<file path="src/rtl/sdh_stress_pkg.sv">
package sdh_stress_pkg;
  typedef enum logic [2:0] {
    SEG_ONES   = 3'd0,
    SEG_PRBS_A = 3'd1,
    SEG_OH_A   = 3'd2,
    SEG_ZEROS  = 3'd3,
    SEG_PRBS_B = 3'd4,
    SEG_OH_B   = 3'd5
  } seg_t;

  localparam logic [7:0] FRAME_WORD_1 = 8'hF6;
  localparam logic [7:0] FRAME_WORD_2 = 8'h28;
  localparam logic [7:0] OH_FILL      = 8'hAA;
  localparam logic [6:0] LFSR_SEED    = 7'h7F;

  function automatic int max3(input int a, input int b, input int c);
    int m;
    m = (a > b) ? a : b;
    return (m > c) ? m : c;
  endfunction
endpackage

</file>
<file path="src/rtl/stress_seq.sv">
module stress_seq
  import sdh_stress_pkg::*;
#(
  parameter int RUN_BYTES  = 9,
  parameter int PRBS_BYTES = 250,
  parameter int OH_BYTES   = 9,
  parameter int IDX_W      = 8
) (
  input  logic             clk,
  input  logic             rst,
  input  logic             step,
  output seg_t             seg,
  output logic [IDX_W-1:0] idx,
  output logic             first
);
  localparam logic [IDX_W-1:0] RUN_LAST  = IDX_W'(RUN_BYTES - 1);
  localparam logic [IDX_W-1:0] PRBS_LAST = IDX_W'(PRBS_BYTES - 1);
  localparam logic [IDX_W-1:0] OH_LAST   = IDX_W'(OH_BYTES - 1);

  seg_t             seg_q, seg_nxt;
  logic [IDX_W-1:0] idx_q, last;

  always_comb begin
    unique case (seg_q)
      SEG_ONES, SEG_ZEROS:     last = RUN_LAST;
      SEG_PRBS_A, SEG_PRBS_B:  last = PRBS_LAST;
      default:                 last = OH_LAST;
    endcase
    unique case (seg_q)
      SEG_ONES:   seg_nxt = SEG_PRBS_A;
      SEG_PRBS_A: seg_nxt = SEG_OH_A;
      SEG_OH_A:   seg_nxt = SEG_ZEROS;
      SEG_ZEROS:  seg_nxt = SEG_PRBS_B;
      SEG_PRBS_B: seg_nxt = SEG_OH_B;
      default:    seg_nxt = SEG_ONES;
    endcase
  end

  always_ff @(posedge clk) begin
    if (rst) begin
      seg_q <= SEG_ONES;
      idx_q <= '0;
    end else if (step) begin
      if (idx_q == last) begin
        idx_q <= '0;
        seg_q <= seg_nxt;
      end else begin
        idx_q <= idx_q + 1'b1;
      end
    end
  end

  assign seg   = seg_q;
  assign idx   = idx_q;
  assign first = (seg_q == SEG_ONES) && (idx_q == '0);
endmodule

</file>
<file path="src/rtl/stress_prbs.sv">
module stress_prbs
  import sdh_stress_pkg::*;
(
  input  logic       clk,
  input  logic       rst,
  input  logic       step,
  output logic [7:0] byte_o
);
  logic [6:0] state_q, state_nxt;
  logic [7:0] bits;

  always_comb begin
    logic [6:0] s;
    s = state_q;
    bits = '0;
    for (int i = 7; i >= 0; i--) begin
      bits[i] = s[6];
      s = {s[5:0], s[6] ^ s[5]};
    end
    state_nxt = s;
  end

  always_ff @(posedge clk) begin
    if (rst)       state_q <= LFSR_SEED;
    else if (step) state_q <= state_nxt;
  end

  assign byte_o = bits;
endmodule

</file>
<file path="src/rtl/stress_oh_row.sv">
module stress_oh_row
  import sdh_stress_pkg::*;
#(
  parameter int N_LEVEL = 1,
  parameter int IDX_W   = 8
) (
  input  logic [IDX_W-1:0] idx,
  output logic [7:0]       byte_o
);
  localparam logic [IDX_W-1:0] END_W1 = IDX_W'(3 * N_LEVEL);
  localparam logic [IDX_W-1:0] END_W2 = IDX_W'(6 * N_LEVEL);
  localparam logic [IDX_W-1:0] END_CT = IDX_W'(7 * N_LEVEL);

  logic [IDX_W-1:0] count;

  always_comb begin
    count = idx - END_W2 + 1'b1;
    if (idx < END_W1)      byte_o = FRAME_WORD_1;
    else if (idx < END_W2) byte_o = FRAME_WORD_2;
    else if (idx < END_CT) byte_o = count[7:0];
    else                   byte_o = OH_FILL;
  end
endmodule

</file>
<file path="src/rtl/sdh_stress_gen.sv">
module sdh_stress_gen
  import sdh_stress_pkg::*;
#(
  parameter int N_LEVEL   = 1,
  parameter int RUN_BYTES = 9,
  parameter int PRBS_BITS = 2000
) (
  input  logic       clk,
  input  logic       rst,
  input  logic       en,
  output logic [7:0] out_byte,
  output logic       out_valid,
  output logic       period_start
);
  localparam int PRBS_BYTES = (PRBS_BITS + 7) / 8;
  localparam int OH_BYTES   = 9 * N_LEVEL;
  localparam int MAX_LEN    = max3(RUN_BYTES, PRBS_BYTES, OH_BYTES);
  localparam int IDX_RAW    = $clog2(MAX_LEN + 1);
  localparam int IDX_W      = (IDX_RAW < 8) ? 8 : IDX_RAW;

  seg_t             cur_seg;
  logic [IDX_W-1:0] cur_idx;
  logic             cur_first, in_prbs;
  logic [7:0]       prbs_byte, oh_byte, pick;

  assign in_prbs = (cur_seg == SEG_PRBS_A) || (cur_seg == SEG_PRBS_B);

  stress_seq #(
    .RUN_BYTES(RUN_BYTES), .PRBS_BYTES(PRBS_BYTES),
    .OH_BYTES(OH_BYTES), .IDX_W(IDX_W)
  ) u_seq (
    .clk(clk), .rst(rst), .step(en),
    .seg(cur_seg), .idx(cur_idx), .first(cur_first)
  );

  stress_prbs u_prbs (
    .clk(clk), .rst(rst), .step(en && in_prbs), .byte_o(prbs_byte)
  );

  stress_oh_row #(.N_LEVEL(N_LEVEL), .IDX_W(IDX_W)) u_oh (
    .idx(cur_idx), .byte_o(oh_byte)
  );

  always_comb begin
    unique case (cur_seg)
      SEG_ONES:               pick = 8'hFF;
      SEG_ZEROS:              pick = 8'h00;
      SEG_PRBS_A, SEG_PRBS_B: pick = prbs_byte;
      default:                pick = oh_byte;
    endcase
  end

  always_ff @(posedge clk) begin
    if (rst) begin
      out_byte     <= '0;
      out_valid    <= 1'b0;
      period_start <= 1'b0;
    end else if (en) begin
      out_byte     <= pick;
      out_valid    <= 1'b1;
      period_start <= cur_first;
    end else begin
      out_valid    <= 1'b0;
      period_start <= 1'b0;
    end
  end
endmodule

</file>
<file path="config.mk">
export PLATFORM = sky130hd
export DESIGN_NAME = sdh_stress_gen
export DESIGN_NICKNAME = d
export VERILOG_FILES = /design/src/rtl/sdh_stress_pkg.sv /design/src/rtl/stress_seq.sv /design/src/rtl/stress_prbs.sv /design/src/rtl/stress_oh_row.sv /design/src/rtl/sdh_stress_gen.sv
export SDC_FILE = /design/constraint.sdc
export NUM_CORES = 1
export LEC_CHECK = 0
export ABC_AREA = 1
export ABC_CLOCK_PERIOD_IN_PS = 1680
export BUFFER_PORTS_ARGS = -buffer_cell sky130_fd_sc_hd__buf_2
export CORE_MARGIN = 1
export CORE_UTILIZATION = 39
export DETAILED_ROUTE_END_ITERATION = 10
export SLEW_MARGIN = 20
export SYNTH_ARGS = -nofsm -noshare
export SYNTH_HDL_FRONTEND = slang
export SYNTH_SLANG_ARGS = --single-unit
export TNS_END_PERCENT = 1
</file>
<file path="constraint.sdc">
create_clock -name clk -period 1.68 [get_ports clk]
set_clock_uncertainty 0.15 [all_clocks]
set_input_delay 0.336 -clock clk [delete_from_list [all_inputs] [get_ports clk]]
set_output_delay 0.336 -clock clk [all_outputs]
set_load 0.01 [all_outputs]
</file>
==> metrics <==
status=finished clean; total of cells resized after clock tree synthesis=0; Routed met3 length=162 um; R2R cell count=8; post-route minimum period=1.55 ns; final WL=3.10 mm; count of unique library cells instantiated by Yosys=29; largest net degree at the start of global routing=19; number of synthesized register bits=28; Pwr per Cell Area=712 nW/um^2; share of cells above drive strength 1=23.4%; TNS Setup=0 ns; synthesis warning total=0; Max Cap Violations=0; Critical Path Start=u_seq.idx[1]$_SDFFE_PP0P_; vias=1302; die area=4160 sq um; Rel. slew slack=82.4%; Final setup viols=0; initial antenna violation count=0; Final #Nets=228; Worst-path clk slew=0.10 ns; clock buffer depth=2; syn_nets=210; CTS root buffer=clkbuf_8; Fillers=406; Critical Path, Cell by Cell=ha_1, nand2_1, nand2_1, nor2_4, nand3_2, nand2_2, nand2_1, a21oi_2; num rows=22; crit path max fanout=6; Reg area=562 sq um; Post-CTS Hold Buffers=0; post-route ant nets=0; WP data arrival=1.62 ns; final instance count without filler cells=270; first-pass GRT wire length=5.49 mm; Post-DP HPWL=2.40 mm; grt ovf=0; WL met1=1.55 mm; Crit path depth=8; 1st-iter DRT viols=97; Worst Path Required=1.74 ns; Tot GR Track Use=16.9%; RR Startpoint=u_seq.idx[1]$_SDFFE_PP0P_; dpl cells=266; Worst path most repeated cell=nand2_1; Int Power=0.000937 W; Sw Share=23.6%; WP buf/inv=0; Post-Syn Area=1520 sq um; reg2reg setup slack=0.13 ns; slew at the pin with the worst max-slew slack=0.262 ns; starting density of the core=41.2%; # H-tree levels=1; Fin. Hold Viols=0; Ports=13; critical path class=reg2reg; max layer used=met4; RSZ-0062 raised after global routing=false; CTS buffer count=3; Synth Instances=205; worst hold path type=in2reg; vias in the first global route=1223; Vias per Instance=4.82; R2R Path End=out_byte[2]$_SDFFE_PP0P_; TritonRoute pass-1 iters=4; delay-heaviest family, CP=simple AND/OR/NAND/NOR gates; crit share post-route=92.4%; clk_lat worst skew=0.27 ns; TritonCTS Sinks=28; CTS tree=done; Area Overhead vs Synth=13.2%; Peak VDD IR=0.513 mV; drt drc=0; Antenna Cells=0; register area share after synthesis=36.8%; fmax=0.644 GHz; CP max stage delay=0.37 ns; DR WL met2=1.35 mm; core region area=3690 sq um; post-CTS setup buffer count=0; WL per Instance=11.5 um; area of the multi-input gates=870 sq um; critical path's slowest cell=dfxtp_2; syn avg cell area=7.42 sq um; Final Max Slew Viols=0; die height=64.5 um; Startpoint Class=register; CP endpoint kind=register; sequential fraction of design power=56.8%; Die X=64.5 um; # port buffers=12; combinational share of power=9.1%; Psw=0.000289 W; Clk pwr share=34.1%; P_leak=0.850 nW; CP endpoint=out_byte[2]$_SDFFE_PP0P_; Routability Congestion=0.831
-- flip-flops by register name (all words and copies together) (netlist names) --
signal	flops
out_byte	8
u_seq.idx	8
u_prbs.state_q	7
u_seq.seg	3
out_valid	1
period_start	1
-- synth_stat cells --
cell | number | area, sq um
nand2_2 | 5 | 31.3
inv_2 | 2 | 7.51
nand2_1 | 52 | 195
nand4_1 | 3 | 18.8
a21oi_1 | 13 | 65.1
xnor2_1 | 5 | 43.8
o211ai_1 | 1 | 7.51
buf_4 | 1 | 7.51
nor3_2 | 1 | 10.0
nand3b_1 | 2 | 15.0
nor2_1 | 20 | 75.1
o21ai_0 | 6 | 30.0
nand2_4 | 2 | 22.5
nor2_2 | 5 | 31.3
xor2_1 | 5 | 43.8
nor3_1 | 1 | 5.00
o21ai_1 | 5 | 25.0
a211oi_1 | 1 | 7.51
dfxtp_1 | 28 | 561
ha_1 | 2 | 25.0
inv_1 | 15 | 56.3
or2_2 | 1 | 6.26
a21oi_2 | 3 | 26.3
nand3_2 | 2 | 20.0
nand4_4 | 1 | 21.3
nor3_4 | 1 | 16.3
o211ai_2 | 5 | 62.6
buf_2 | 5 | 25.0
nand3_1 | 12 | 60.1
-- kinds of logic (layout without fill, tap and decap cells) --
logic type | count (synthesis) | count (layout) | synth area share [%]
flip-flops | 28 | 28 | 36.8
adder cells (fa/ha/maj) | 2 | 2 | 1.64
AO/OA/AOI/OAI | 34 | 34 | 14.7
AND/OR/NAND/NOR | 108 | 108 | 34.7
XOR/XNOR | 10 | 10 | 5.76
buffers and inverters | 23 | 40 | 6.33
-- routing by layer --
metal,up-vias,global-route usage (%)
li1,699,-
met4,0,5.00
met5,-,0
met3,4,4.40
met1,575,23.6
met2,24,25.3
-- worst reg2reg max path, cell delays in order, from the launching register on --
cell and delay [ns]:
dfxtp_2 0.37, ha_1 0.21, nand2_1 0.10, nand2_1 0.11
nor2_4 0.18, nand3_2 0.09, nand2_2 0.10, nand2_1 0.07
a21oi_2 0.12
-- layout by cell type (no fill, tap or decap), types with 6 or more instances in the layout --
cell     instances
nand2_1         52
dfxtp_1         27
nor2_1          20
inv_1           15
a21oi_1         13
nand3_1         12
buf_2           12
buf_4            7
o21ai_0          6
-- area by class of cell --
cell class	instances	area share (%)
multi-input combinational	154	50.5
sequential	28	32.6
timing repair buffer	19	6.54
inverter	17	3.70
tap	48	3.49
clock buffer	4	3.20
-- how the worst min path moves through the flow --
| stage | start | to | slack, ns | cells past startpoint |
|---|---|---|---|---|
| final | rst | out_byte[6]$_SDFFE_PP0P_ | 0.24 | 3 |
| after global routing | rst | out_byte[4]$_SDFFE_PP0P_ | 0.25 | 3 |
| after CTS | rst | out_byte[4]$_SDFFE_PP0P_ | 0.24 | 3 |
| after detailed placement | out_byte[5]$_SDFFE_PP0P_ | out_byte[5]$_SDFFE_PP0P_ | 0.31 | 2 |
| after global placement | out_byte[5]$_SDFFE_PP0P_ | out_byte[5]$_SDFFE_PP0P_ | 0.31 | 2 |
| after floorplan | u_prbs.state_q[6]$_SDFFE_PP1P_ | u_prbs.state_q[6]$_SDFFE_PP1P_ | 0.33 | 2 |
-- power by group through the flow --
stage	logic [W]	clock network [W]	registers, W
2_1_floorplan	0.0000642	0	0.000718
4_1_cts	0.000113	0.000439	0.000696
6_report	0.000112	0.000418	0.000697
5_1_grt	0.000128	0.000458	0.000700
3_3_place_gp	0.000112	0	0.000712
3_5_place_dp	0.000112	0	0.000711
-- stage by stage --
| stage | total power [W] | utilization (%) | hold WS, ns | cell area, sq um | setup WS (ns) |
|---|---|---|---|---|---|
| finish | 0.00123 | 46.7 | 0.241 | 1720 | 0.128 |
| global route | 0.00129 | 46.7 | 0.252 | 1720 | 0.00190 |
| CTS | 0.00125 | 46.5 | 0.237 | 1720 | 0.0568 |
| detailed placement | 0.000824 | 45.0 | 0.307 | 1660 | 0.0843 |
| global placement | 0.000824 | 45.0 | 0.305 | 1660 | 0.124 |
| floorplan | 0.000782 | - | 0.332 | 1520 | 0.255 |
(Power assumes the default switching activity.)
